### src/rtl/txmode_pkg.sv
package txmode_pkg;

  // One control bank: {synth enable, osc enable, amplifier code}
  typedef struct packed {
    logic       synth_en;
    logic       osc_en;
    logic [1:0] pa_code;
  } bank_t;

  localparam logic [1:0] PA_OFF    = 2'b00;
  localparam logic [1:0] PA_ATT_LO = 2'b01;
  localparam logic [1:0] PA_ATT_HI = 2'b10;
  localparam logic [1:0] PA_FULL   = 2'b11;

endpackage

### src/rtl/txmode_bank_sel.sv
module txmode_bank_sel
  import txmode_pkg::*;
(
  input  logic  sel,
  input  bank_t bank_a,
  input  bank_t bank_b,
  output bank_t live
);

  always_comb begin
    live = sel ? bank_b : bank_a;
  end

endmodule

### src/rtl/txmode_pa_decode.sv
module txmode_pa_decode
  import txmode_pkg::*;
#(
  parameter int ATTEN_STEP = 10,
  parameter int ATTEN_W    = 5
) (
  input  logic [1:0]         code,
  output logic               amp_on,
  output logic [ATTEN_W-1:0] atten
);

  localparam logic [ATTEN_W-1:0] ATT_ONE = ATTEN_W'(ATTEN_STEP);
  localparam logic [ATTEN_W-1:0] ATT_TWO = ATTEN_W'(2 * ATTEN_STEP);

  // The mapping is not monotonic: the top code is full power.
  always_comb begin
    amp_on = (code != PA_OFF);
    unique case (code)
      PA_ATT_LO: atten = ATT_ONE;
      PA_ATT_HI: atten = ATT_TWO;
      default:   atten = '0;
    endcase
  end

endmodule

### src/rtl/txmode_shared_decode.sv
module txmode_shared_decode #(
  parameter int ACQ_W        = 3,
  parameter int ACQ_STEP     = 20,
  parameter int MULT_W       = 8,
  parameter int DIV_MIN_LOG2 = 8,
  parameter int DIV_W        = DIV_MIN_LOG2 + 2
) (
  input  logic [ACQ_W-1:0]  acq_code,
  input  logic              div_sel,
  output logic [MULT_W-1:0] mult,
  output logic [DIV_W-1:0]  ratio
);

  localparam logic [MULT_W-1:0] STEP_V = MULT_W'(ACQ_STEP);
  localparam logic [DIV_W-1:0]  DIV_LO = DIV_W'(1) << DIV_MIN_LOG2;

  always_comb begin
    if (acq_code == '0) mult = MULT_W'(1);
    else                mult = MULT_W'(acq_code) * STEP_V;
    ratio = div_sel ? (DIV_LO << 1) : DIV_LO;
  end

endmodule

### src/rtl/txmode_ctrl.sv
module txmode_ctrl
  import txmode_pkg::*;
#(
  parameter int ATTEN_STEP   = 10,
  parameter int ATTEN_W      = 5,
  parameter int ACQ_W        = 3,
  parameter int ACQ_STEP     = 20,
  parameter int MULT_W       = 8,
  parameter int DIV_MIN_LOG2 = 8,
  parameter int DIV_W        = DIV_MIN_LOG2 + 2
) (
  input  logic              clk,
  input  logic              rst_n,
  input  logic              mode_sel,
  input  logic              standby_n,
  input  logic              lock_det,
  input  logic              fsk_off,
  input  logic [ACQ_W-1:0]  acq_code,
  input  logic              div_sel,
  input  logic [3:0]        bank0_ctl,
  input  logic [3:0]        bank1_ctl,
  output logic              pa_on,
  output logic [ATTEN_W-1:0] pa_atten,
  output logic              osc_on,
  output logic              synth_on,
  output logic              fsk_en,
  output logic              acq_pump_on,
  output logic [DIV_W-1:0]  div_ratio,
  output logic [MULT_W-1:0] acq_mult
);

  localparam logic [DIV_W-1:0]  DIV_RST  = DIV_W'(1) << DIV_MIN_LOG2;
  localparam logic [MULT_W-1:0] MULT_RST = MULT_W'(1);

  bank_t               live;
  logic                amp_dec;
  logic [ATTEN_W-1:0]  att_dec;
  logic [MULT_W-1:0]   mult_dec;
  logic [DIV_W-1:0]    ratio_dec;

  logic                pa_on_d, osc_on_d, synth_on_d, fsk_en_d, pump_d;
  logic [ATTEN_W-1:0]  atten_d;
  logic                upd_en;

  txmode_bank_sel u_sel (
    .sel    (mode_sel),
    .bank_a (bank_t'(bank0_ctl)),
    .bank_b (bank_t'(bank1_ctl)),
    .live   (live)
  );

  txmode_pa_decode #(.ATTEN_STEP(ATTEN_STEP), .ATTEN_W(ATTEN_W)) u_pa (
    .code   (live.pa_code),
    .amp_on (amp_dec),
    .atten  (att_dec)
  );

  txmode_shared_decode #(
    .ACQ_W(ACQ_W), .ACQ_STEP(ACQ_STEP), .MULT_W(MULT_W),
    .DIV_MIN_LOG2(DIV_MIN_LOG2), .DIV_W(DIV_W)
  ) u_shared (
    .acq_code (acq_code),
    .div_sel  (div_sel),
    .mult     (mult_dec),
    .ratio    (ratio_dec)
  );

  // Next-state: standby forces every stage enable low.
  always_comb begin
    upd_en     = 1'b1;
    pa_on_d    = standby_n & amp_dec;
    atten_d    = standby_n ? att_dec : '0;
    osc_on_d   = standby_n & live.osc_en;
    synth_on_d = standby_n & live.synth_en;
    fsk_en_d   = standby_n & amp_dec & ~fsk_off;
    pump_d     = standby_n & live.synth_en & ~lock_det;
  end

  always_ff @(posedge clk or negedge rst_n) begin
    if (!rst_n) begin
      pa_on       <= 1'b0;
      pa_atten    <= '0;
      osc_on      <= 1'b0;
      synth_on    <= 1'b0;
      fsk_en      <= 1'b0;
      acq_pump_on <= 1'b0;
      div_ratio   <= DIV_RST;
      acq_mult    <= MULT_RST;
    end else if (upd_en) begin
      pa_on       <= pa_on_d;
      pa_atten    <= atten_d;
      osc_on      <= osc_on_d;
      synth_on    <= synth_on_d;
      fsk_en      <= fsk_en_d;
      acq_pump_on <= pump_d;
      div_ratio   <= ratio_dec;
      acq_mult    <= mult_dec;
    end
  end

endmodule

### config.mk
export PLATFORM = sky130hd
export DESIGN_NAME = txmode_ctrl
export DESIGN_NICKNAME = d
export VERILOG_FILES = /design/src/rtl/txmode_pkg.sv /design/src/rtl/txmode_bank_sel.sv /design/src/rtl/txmode_pa_decode.sv /design/src/rtl/txmode_shared_decode.sv /design/src/rtl/txmode_ctrl.sv
export SDC_FILE = /design/constraint.sdc
export NUM_CORES = 1
export LEC_CHECK = 0
export BUFFER_PORTS_ARGS = -buffer_cell sky130_fd_sc_hd__buf_2
export CORE_MARGIN = 2
export CORE_UTILIZATION = 46
export CTS_CLUSTER_SIZE = 28
export DETAILED_ROUTE_END_ITERATION = 6
export GPL_ROUTABILITY_DRIVEN = 0
export PLACE_DENSITY = 0.78
export SYNTH_ARGS = -nofsm -noshare
export SYNTH_HDL_FRONTEND = slang
export SYNTH_HIERARCHICAL = 1
export SYNTH_SLANG_ARGS = --single-unit
### constraint.sdc
create_clock -name clk -period 0.8 [get_ports clk]
set_clock_uncertainty 0.2 [all_clocks]
set_input_delay 0.12 -clock clk [delete_from_list [all_inputs] [get_ports clk]]
set_output_delay 0.12 -clock clk [all_outputs]
set_load 0.005 [all_outputs]
==> results.json, run 1 <==
{
  "status": "complete, but fails checks",
  "violations": "hold timing, setup timing",
  "start_kind": "flop",
  "finalSetupViolCount": 35,
  "synth_compound_area_frac": 0.03373,
  "die_x_um": 51.52,
  "avgSynthCellArea_um2": 14.63,
  "min_from": "acq_code[0]",
  "vias_per_cell": 4.313,
  "grt-ovfl-total": 0,
  "required_ns": 0.48,
  "seq_area_frac_synth": 0.6771,
  "fin_ws_ns": -0.4642,
  "fmax_mhz": 791.0,
  "cp-end-kind": "output port",
  "dr.pass1.iters": 1,
  "max_stage_delay_ns": 0.54,
  "start_util": 0.4787,
  "final_util": 0.6782,
  "ctsHoldBuffers": 2,
  "crit_buf_inv": 1,
  "route.detailed.drc": 0,
  "cp_max_fo": 1,
  "hold_viol": 16,
  "rsz0062_at_grt": "true",
  "fin_crit_sh": 1.580,
  "core_mm2": 0.002170,
  "cts_tree": "done",
  "routed_wl_mm": 1.712,
  "power_density_mw_per_mm2": 1893,
  "synth_fa_ha_area_frac": 0.03614,
  "synth_area_leaders": "dfrtp_1, buf_4, and2_2",
  "netlist.area_leader.share": 0.6265,
  "synth_area_mm2": 0.001038,
  "critPathLaunch": "acq_mult[0]$_DFF_PN1_",
  "antenna_left": 0,
  "cts_setup_buffers": 0,
  "whs_ns": -0.1558,
  "placed_area_mm2": 0.001365,
  "wl_per_cell_um": 11.41,
  "critical_path_class": "reg -> out",
  "path_delay_family": "flip-flops",
  "synth_xor_area_frac": 0,
  "antenna_cells": 0,
  "vias": 647,
  "dp.cells": 144,
  "antenna_found_initial": 0,
  "synth.distinct_cells": 14,
  "synth_top_family_by_area": "buffers and inverters",
  "synthMuxAreaShare": 0.04337,
  "numCtsBuffers": 3,
  "numClockSinks": 28,
  "synth-simple-area-share": 0.09759,
  "num_io_pins": 46,
  "syn_inst": 71,
  "hp-class": "in -> reg",
  "dpl.hpwl_mm": 1.359,
  "cp_cell_sequence": "buf_2",
  "synth_largest_area_cell": "dfrtp_1",
  "cpMaxStageDelayCell": "dfstp_2",
  "rows": 17,
  "ir_worst_vdd_mv": 1.140,
  "fin_area_mm2": 0.001471,
  "cts_root_buffer": "clkbuf_4",
  "cp.arrival_ns": 0.94,
  "area_growth_pct": 41.69,
  "synth.most_common_cell": "dfrtp_1",
  "yosys-top-cells-count": "dfrtp_1, buf_4, and2_2, mux2_2, o31a_1",
  "maxCapViolCount": 0,
  "ctsHtreeMaxLevel": 1,
  "portBuffers": 45,
  "fin_cells": 150,
  "clock_path_buffers": 2,
  "drt_iter0_markers": 0,
  "maxSlewViolCount": 0,
  "grt_pass1_wl_mm": 2.801,
  "die-area_mm2": 0.002654,
  "fp.dieH_um": 51.52,
  "synth_edf_count": 0,
  "clk_pin_slew_ns": 0.14,
  "period_needed_ns": 1.264,
  "synthFlopType": "dfrtp_1",
  "nets": 144,
  "drive_above_1_share": 0.6148,
  "grt_pass1_vias": 684,
  "yosysWarnings": 6,
  "synth_seq_cells": 28,
  "p_leak_uw": 0.0007869,
  "gr-usage-all-layers": 0.1449,
  "synth-async-reset-ratio": 1.000,
  "grt_start_max_net_pins": 29
}
==> worst paths after layout <==
| path | endpoint | cells after the start |
|---|---|---|
| setup / recovery | acq_mult[0] | 1 |
| max in group asynchronous | div_ratio[8]$_DFF_PN1_ | 3 |
| min in group asynchronous | div_ratio[0]$_DFF_PN0_ | 3 |
| hold / removal | acq_mult[2]$_DFF_PN0_ | 2 |
==> power by group <==
group	switching (uW)	total (uW)	internal (uW)
registers	19.9	1520	1500
clock network	372	878	506
logic	157	389	232
total	549	2780	2240
==> through the flow <==
stage | TNS [ns] | setup WS (ns) | hold slack (ns) | power, uW
2_1_floorplan | -2.250 | -0.3263 | -0.3756 | 1739
3_3_place_gp | -4.769 | -0.4532 | -0.1279 | 1894
3_5_place_dp | -5.049 | -0.4816 | -0.1242 | 1915
4_1_cts | -10.52 | -0.4873 | -0.1739 | 2839
5_1_grt | -11.37 | -0.5149 | -0.1693 | 2935
6_report | -9.926 | -0.4642 | -0.1558 | 2785
==> cell type report <==
cell class | count | area [um^2]
clock buffer | 3 | 22.52
clock inverter | 1 | 30.03
fill | 174 | 698.2
inverter | 1 | 3.754
multi-input combinational | 35 | 332.8
sequential | 28 | 703.2
tap | 28 | 35.03
timing repair buffer | 54 | 344.1
==> logic make-up after synthesis <==
logic type	Yosys count
DFF	28
buffers and inverters	16
muxes	4
and+or+nand+nor	14
adders and majority gates	3
AOI/OAI and AO/OA	4
other	2
==> state kept, by name, indices dropped and copies added (netlist names) <==
name	cells
acq_pump_on	1
fsk_en	1
pa_atten	5
div_ratio	10
synth_on	1
acq_mult	8
pa_on	1
osc_on	1
==> placed cells by master, fill, tap and decap left out <==
cell	Yosys	routed
buf_2	0	42
dfstp_2	2	2
mux2_4	0	4
o31a_1	4	4
ha_4	0	3
clkbuf_4	0	3
and2_4	0	7
and2_2	8	1
inv_1	1	1
conb_1	2	10
and3b_1	2	2
bufinv_16	0	1
dlygate4sd3_1	0	2
dfrtp_1	26	26
buf_6	0	3
or2_1	1	1
buf_4	13	4
buf_8	0	2
nor3_1	1	1
nor2b_4	0	2
buf_12	0	1
==> routing by layer <==
layer | vias to the layer above | GRT usage | share of wire
met5 | - | 0 | 0
met3 | 2 | 0.03448 | 0.086
met2 | 32 | 0.3077 | 0.59
met1 | 308 | 0.1243 | 0.32
li1 | 305 | - | -
met4 | 0 | 0.05263 | 0.0047
==> timing repair <==
action | 4_1_cts | 5_1_grt
pin swaps | 4 | 1
gates resized for setup | 9 | 0
setup endpoints to repair | 36 | 35
hold endpoints to repair | 46 | 16
Note: power is estimated with default switching activity, not from simulation.
==> run 2: changes to the inputs <==
--- a/config.mk
+++ b/config.mk
@@ -7,11 +7,12 @@
 export LEC_CHECK = 0
 export BUFFER_PORTS_ARGS = -buffer_cell sky130_fd_sc_hd__buf_2
 export CORE_MARGIN = 2
-export CORE_UTILIZATION = 46
+export CORE_UTILIZATION = 44
+export CTS_BUF_LIST = sky130_fd_sc_hd__clkbuf_8
 export CTS_CLUSTER_SIZE = 28
 export DETAILED_ROUTE_END_ITERATION = 6
 export GPL_ROUTABILITY_DRIVEN = 0
-export PLACE_DENSITY = 0.78
+export PLACE_DENSITY = 0.75
 export SYNTH_ARGS = -nofsm -noshare
 export SYNTH_HDL_FRONTEND = slang
 export SYNTH_HIERARCHICAL = 1
==> constraint.sdc (replaced) <==
create_clock -name clk -period 0.8 [get_ports clk]
set_clock_uncertainty 0.2 [all_clocks]
set_input_delay 0.12 -clock clk [delete_from_list [all_inputs] [get_ports clk]]
set_output_delay 0.12 -clock clk [all_outputs]
set_load 0.1 [all_outputs]
==> run 2 against run 1 <==
Against the previous run: the run still ends with hold timing, setup timing left; critical endpoint is now div_ratio[8]; combinational power increased to 3.4 times the previous value; via count increased by 9.7%; final cell count unchanged.
==> results.json, run 2 (synthesis results as in run 1) <==
{
  "vias_per_cell": 4.733,
  "hold_viol": 7,
  "cts_root_buffer": "clkbuf_8",
  "largest_register": "div_ratio",
  "whs_ns": -0.2325,
  "clk_pin_slew_ns": 0.09,
  "fin_cells": 150,
  "final_cell_mix": "buf_12, dfrtp_4, buf_2",
  "area_growth_pct": 93.13,
  "preCtsSetupSlack_ns": -0.5141,
  "critical_path_class": "reg -> out",
  "power_density_mw_per_mm2": 1896,
  "dp.cells": 144,
  "maxSlewViolCount": 0,
  "start_util": 0.4695,
  "fin_ws_ns": -0.5982,
  "hp-class": "in -> reg",
  "max_stage_delay_ns": 0.64,
  "hold_depth": 1,
  "fp.dieH_um": 52.58,
  "ctsHoldBuffers": 1,
  "finalSetupViolCount": 38,
  "status": "complete, but fails checks",
  "seqPwrFrac": 0.427,
  "p_switching_uw": 1304,
  "fin_crit_sh": 1.748,
  "crit_buf_inv": 1,
  "period_needed_ns": 1.398,
  "cpMaxStageDelayCell": "dfstp_4",
  "drt_iter0_markers": 13,
  "violations": "hold timing, setup timing",
  "gr-usage-all-layers": 0.2679,
  "cp_max_fo": 1,
  "cp.arrival_ns": 1.08,
  "numCtsBuffers": 3,
  "antenna_found_initial": 0,
  "grt_pass1_vias": 835,
  "cts_tree": "done",
  "nets": 144,
  "die-area_mm2": 0.002765,
  "route.detailed.drc": 0,
  "grt-ovfl-total": 0,
  "cp_cell_sequence": "buf_12",
  "dr.pass1.iters": 3,
  "required_ns": 0.48,
  "rsz0062_at_grt": "true",
  "p_int_uw": 2498,
  "p_leak_uw": 0.0008908,
  "layout_commonest_cell": "buf_12",
  "ctsHtreeMaxLevel": 1,
  "portBuffers": 45,
  "clkPwrFrac": 0.225,
  "num_io_pins": 46,
  "wl_per_cell_um": 21.35,
  "cp.depth": 1,
  "grt_pass1_wl_mm": 4.781,
  "cp-end-kind": "output port",
  "grt_start_max_net_pins": 29,
  "drive_above_1_share": 0.8361,
  "start_kind": "flop",
  "antenna_left": 0,
  "dpl.hpwl_mm": 1.892,
  "maxCapViolCount": 0,
  "core_mm2": 0.002212,
  "vias": 710,
  "die_x_um": 52.58,
  "numClockSinks": 28,
  "fmax_mhz": 715.2,
  "path_delay_family": "flip-flops",
  "top_regs": "div_ratio (10), acq_mult (8), pa_atten (5)",
  "pwr-share-comb": 0.347,
  "rows": 17,
  "antenna_cells": 0,
  "p_sw_frac": 0.3430,
  "ir_worst_vdd_mv": 1.845,
  "largest_reg_flops": 10,
  "clock_path_buffers": 2,
  "routed_wl_mm": 3.203
}
run 2: changes by cell type in the layout (fill, tap and decap cells not counted), moves of 2 or more:
cell | before | now
buf_12 | 1 | 29
buf_2 | 42 | 14
clkbuf_4 | 3 | 0
clkbuf_8 | 0 | 4
dfrtp_1 | 26 | 0
dfrtp_4 | 0 | 25
dfstp_2 | 2 | 0
dfstp_4 | 0 | 2
run 2: per-stage QoR:
| step | area, um^2 | hold WS [ns] | setup TNS (ns) | util | power [uW] |
|---|---|---|---|---|---|
| 5_1_grt | 2006 | -0.2359 | -14.71 | 0.9067 | 3907 |
| 3_5_place_dp | 1888 | -0.1198 | -9.560 | 0.8535 | 2907 |
| 3_3_place_gp | 1888 | -0.1288 | -8.930 | 0.8535 | 2863 |
| 6_report | 2006 | -0.2325 | -14.05 | 0.9067 | 3803 |
| 2_1_floorplan | 1255 | -0.3756 | -5.714 | - | 2401 |
| 4_1_cts | 2013 | -0.2408 | -13.98 | 0.9101 | 3786 |
run 2: power groups by stage:
stage | logic, uW | registers [uW] | clock network [uW]
floorplan | 183 | 2220 | 0
finish | 1320 | 1630 | 857
global route | 1350 | 1630 | 920
global placement | 1220 | 1640 | 0
detailed placement | 1250 | 1650 | 0
CTS | 1300 | 1620 | 864
run 2: final cells by class:
cell class,instances,area [um^2]
multi-input combinational,35,332.8
sequential,28,805.8
tap,28,35.03
timing repair buffer,54,773.2
clock buffer,4,55.05
inverter,1,3.754
fill,61,206.4
run 2: repair_timing:
action,in CTS,in global routing
pin swaps,4,2
hold endpoints to repair,38,8
resized for setup,13,1
setup buffers,2,1
setup endpoints to repair,39,39
run 2: worst paths after layout:
kind / endpoint / startpoint / slack [ns]
min in group asynchronous: div_ratio[7]$_DFF_PN0_ / rst_n / 0.12
max: div_ratio[8] / div_ratio[8]$_DFF_PN1_ / -0.60
min: div_ratio[9]$_DFF_PN0_ / div_sel / -0.23
max in group asynchronous: div_ratio[8]$_DFF_PN1_ / rst_n / 0.05
run 2: metal layers:
| layer | track usage | share of wire |
|---|---|---|
| met5 | 0 | 0 |
| met4 | 0.1453 | 0.029 |
| met3 | 0.05714 | 0.057 |
| met2 | 0.4938 | 0.56 |
| met1 | 0.2780 | 0.35 |
==> run 3: changes to the inputs <==
--- a/config.mk
+++ b/config.mk
@@ -5,14 +5,14 @@
 export SDC_FILE = /design/constraint.sdc
 export NUM_CORES = 1
 export LEC_CHECK = 0
-export BUFFER_PORTS_ARGS = -buffer_cell sky130_fd_sc_hd__buf_2
+export BUFFER_PORTS_ARGS = -buffer_cell sky130_fd_sc_hd__buf_4
 export CORE_MARGIN = 2
-export CORE_UTILIZATION = 44
+export CORE_UTILIZATION = 48
 export CTS_BUF_LIST = sky130_fd_sc_hd__clkbuf_8
 export CTS_CLUSTER_SIZE = 28
 export DETAILED_ROUTE_END_ITERATION = 6
 export GPL_ROUTABILITY_DRIVEN = 0
-export PLACE_DENSITY = 0.75
+export PLACE_DENSITY = 0.81
 export SYNTH_ARGS = -nofsm -noshare
 export SYNTH_HDL_FRONTEND = slang
 export SYNTH_HIERARCHICAL = 1
==> run 3 against run 2 <==
Against the previous run: the run now fails in 4_1_cts; synthesized cell count unchanged; synthesized area stayed put.
==> results.json, run 3 <==
{
  "status": "stopped before the end",
  "stop_stage": "4_1_cts",
  "stop_error": "[ERROR DPL-0033] detailed placement checks failed during check placement.",
  "synth_largest_area_cell": "dfrtp_1",
  "numClockSinks": 28,
  "synth_seq_cells": 28,
  "clock_path_buffers": 2,
  "synth_area_leaders": "dfrtp_1, buf_4, and2_2",
  "cts_setup_buffers": 0,
  "synth.distinct_cells": 14,
  "synth_area_mm2": 0.001038,
  "synthFlopType": "dfrtp_1",
  "synth-async-reset-ratio": 1.000,
  "start_util": 0.5188,
  "avgSynthCellArea_um2": 14.63,
  "yosys-top-cells-count": "dfrtp_1, buf_4, and2_2, mux2_2, o31a_1",
  "ctsHtreeMaxLevel": 1,
  "cts_root_buffer": "clkbuf_8",
  "dpl.hpwl_mm": 1.457,
  "syn_inst": 71,
  "rows": 16,
  "synth.most_common_cell": "dfrtp_1",
  "numCtsBuffers": 3,
  "cts_resized": 89,
  "placed_area_mm2": 0.001559,
  "seq_area_frac_synth": 0.6771,
  "synth_edf_count": 0,
  "netlist.area_leader.share": 0.6265,
  "num_io_pins": 46,
  "yosysWarnings": 6,
  "die_x_um": 50.52,
  "fp.dieH_um": 50.52,
  "portBuffers": 45
}
[run 3: cell counts after synthesis]
Identical to the previous run, type by type.
[run 3: kinds of logic after synthesis]
logic type	synth area share
compound gates	0.03373
fa+ha+maj	0.03615
buf+inv	0.1048
flops	0.6771
mux	0.04337
other cells	0.007232
simple gates	0.09759
[run 3: stage by stage]
step	hold slack, ns	setup WS (ns)	std cells	utilization	setup TNS [ns]
after floorplan	-0.3756	-0.3263	79	-	-5.714
after global placement	-0.1582	-0.4528	142	0.7788	-10.24
after detailed placement	-0.1487	-0.4673	142	0.7788	-10.56
==> run 4: changes to the inputs <==
--- a/config.mk
+++ b/config.mk
@@ -6,13 +6,11 @@
 export NUM_CORES = 1
 export LEC_CHECK = 0
 export BUFFER_PORTS_ARGS = -buffer_cell sky130_fd_sc_hd__buf_4
-export CORE_MARGIN = 2
-export CORE_UTILIZATION = 48
-export CTS_BUF_LIST = sky130_fd_sc_hd__clkbuf_8
-export CTS_CLUSTER_SIZE = 28
+export CORE_AREA = 2 2 63 65
 export DETAILED_ROUTE_END_ITERATION = 6
+export DIE_AREA = 0 0 65 67
 export GPL_ROUTABILITY_DRIVEN = 0
-export PLACE_DENSITY = 0.81
+export PLACE_DENSITY_LB_ADDON = 0.15
 export SYNTH_ARGS = -nofsm -noshare
 export SYNTH_HDL_FRONTEND = slang
 export SYNTH_HIERARCHICAL = 1
==> run 4 against run 3 <==
Against the previous run: the flow now finishes, with violations (hold timing, setup timing).
==> results.json, run 4 (synthesis results as in run 1) <==
{
  "preCtsSetupSlack_ns": -0.4644,
  "die-area_mm2": 0.004355,
  "fin_cells": 169,
  "routed_wl_mm": 1.855,
  "dpl.hpwl_mm": 1.321,
  "numClockSinks": 28,
  "clock_path_buffers": 2,
  "path_delay_family": "flip-flops",
  "hold_viol": 42,
  "cp.arrival_ns": 1.07,
  "numCtsBuffers": 3,
  "cts_root_buffer": "clkbuf_8",
  "grt-ovfl-total": 0,
  "max_stage_delay_ns": 0.63,
  "layout_commonest_cell": "buf_12",
  "grt_pass1_vias": 702,
  "fillers": 292,
  "fin_crit_sh": 1.736,
  "cp_max_fo": 1,
  "rsz0062_at_grt": "true",
  "core_mm2": 0.003606,
  "ctsHtreeMaxLevel": 1,
  "violations": "hold timing, setup timing",
  "rows": 22,
  "hp-class": "in -> async",
  "multi_input_area_um2": 332.8,
  "final_cell_mix": "buf_12, dfrtp_4, buf_4",
  "clk_pin_slew_ns": 0.09,
  "die_x_um": 65,
  "whs_ns": -0.4576,
  "top_regs": "div_ratio (10), acq_mult (8), pa_atten (5)",
  "fin_area_mm2": 0.002049,
  "cts_tree": "done",
  "dr.pass1.iters": 2,
  "fin_ws_ns": -0.5884,
  "cp-end-kind": "output port",
  "finalSetupViolCount": 39,
  "ir_worst_vdd_mv": 0.7046,
  "required_ns": 0.48,
  "route.detailed.drc": 0,
  "critical_path_class": "reg -> out",
  "final_util": 0.5684,
  "largest_reg_flops": 10,
  "cpMaxStageDelayCell": "dfstp_4",
  "power_density_mw_per_mm2": 1930,
  "p_leak_uw": 0.0008960,
  "nets": 143,
  "drt_iter0_markers": 36,
  "antenna_found_initial": 0,
  "antenna_left": 0,
  "wl_per_cell_um": 10.98,
  "fmax_mhz": 720.2,
  "placed_area_mm2": 0.001585,
  "period_needed_ns": 1.388,
  "portBuffers": 45,
  "vias_per_cell": 3.793,
  "drive_above_1_share": 0.8347,
  "power_uw": 3955,
  "num_io_pins": 46,
  "largest_register": "div_ratio",
  "maxSlewViolCount": 0,
  "grt_start_max_net_pins": 29,
  "dp.cells": 163,
  "seqCellArea_um2": 805.8,
  "status": "complete, but fails checks",
  "start_kind": "flop",
  "vias": 641,
  "cp.depth": 1,
  "fp.dieH_um": 67,
  "grt_pass1_wl_mm": 3.208,
  "cp_cell_sequence": "buf_12",
  "crit_buf_inv": 1,
  "antenna_cells": 0,
  "maxCapViolCount": 0,
  "start_util": 0.2880,
  "gr-usage-all-layers": 0.1015,
  "area_growth_pct": 97.35
}
## run 4: worst paths after layout
kind / startpoint / to
max in group asynchronous: rst_n / div_ratio[8]$_DFF_PN1_
max: acq_mult[0]$_DFF_PN1_ / acq_mult[0]
min in group clk: div_sel / div_ratio[9]$_DFF_PN0_
min: rst_n / div_ratio[1]$_DFF_PN0_
## run 4: layout make-up
| cell class | instances | area share |
|---|---|---|
| Clock buffer | 3 | 0.02015 |
| Tap cell | 48 | 0.02930 |
| Multi-Input combinational cell | 35 | 0.1624 |
| Timing Repair Buffer | 53 | 0.3785 |
| Sequential cell | 28 | 0.3932 |
| Clock inverter | 1 | 0.01465 |
| Inverter | 1 | 0.001831 |
## run 4: layer usage
layer / wire length [um] / part of all wire / GRT usage / vias to the layer above
met5: 0 / 0 / 0 / -
met4: 27 / 0.015 / 0.06383 / 0
met3: 183 / 0.099 / 0.03378 / 2
met2: 1066 / 0.57 / 0.1804 / 33
met1: 578 / 0.31 / 0.1017 / 304
li1: - / - / - / 302
## run 4: repair_timing
| item | 4_1_cts | 5_1_grt |
|---|---|---|
| resized for setup | 89 | 2 |
| pin swaps | 4 | 1 |
| hold endpoints to repair | 43 | 43 |
| buffers inserted | 0 | 1 |
| setup endpoints to repair | 39 | 37 |
## run 4: stage by stage
step | TNS, ns | hold slack (ns)
final | -13.46 | -0.4576
after global routing | -14.58 | -0.4464
after CTS | -13.81 | -0.4493
after detailed placement | -10.48 | -0.1401
after global placement | -10.33 | -0.1463
after floorplan | -5.714 | -0.3756
## run 4: power by group
part / switching, uW / leakage, uW / internal [uW]
sequential: 65.9 / 0.000311 / 1550
combinational: 760 / 0.000549 / 502
clock: 410 / 0.0000357 / 669
total: 1240 / 0.000896 / 2720
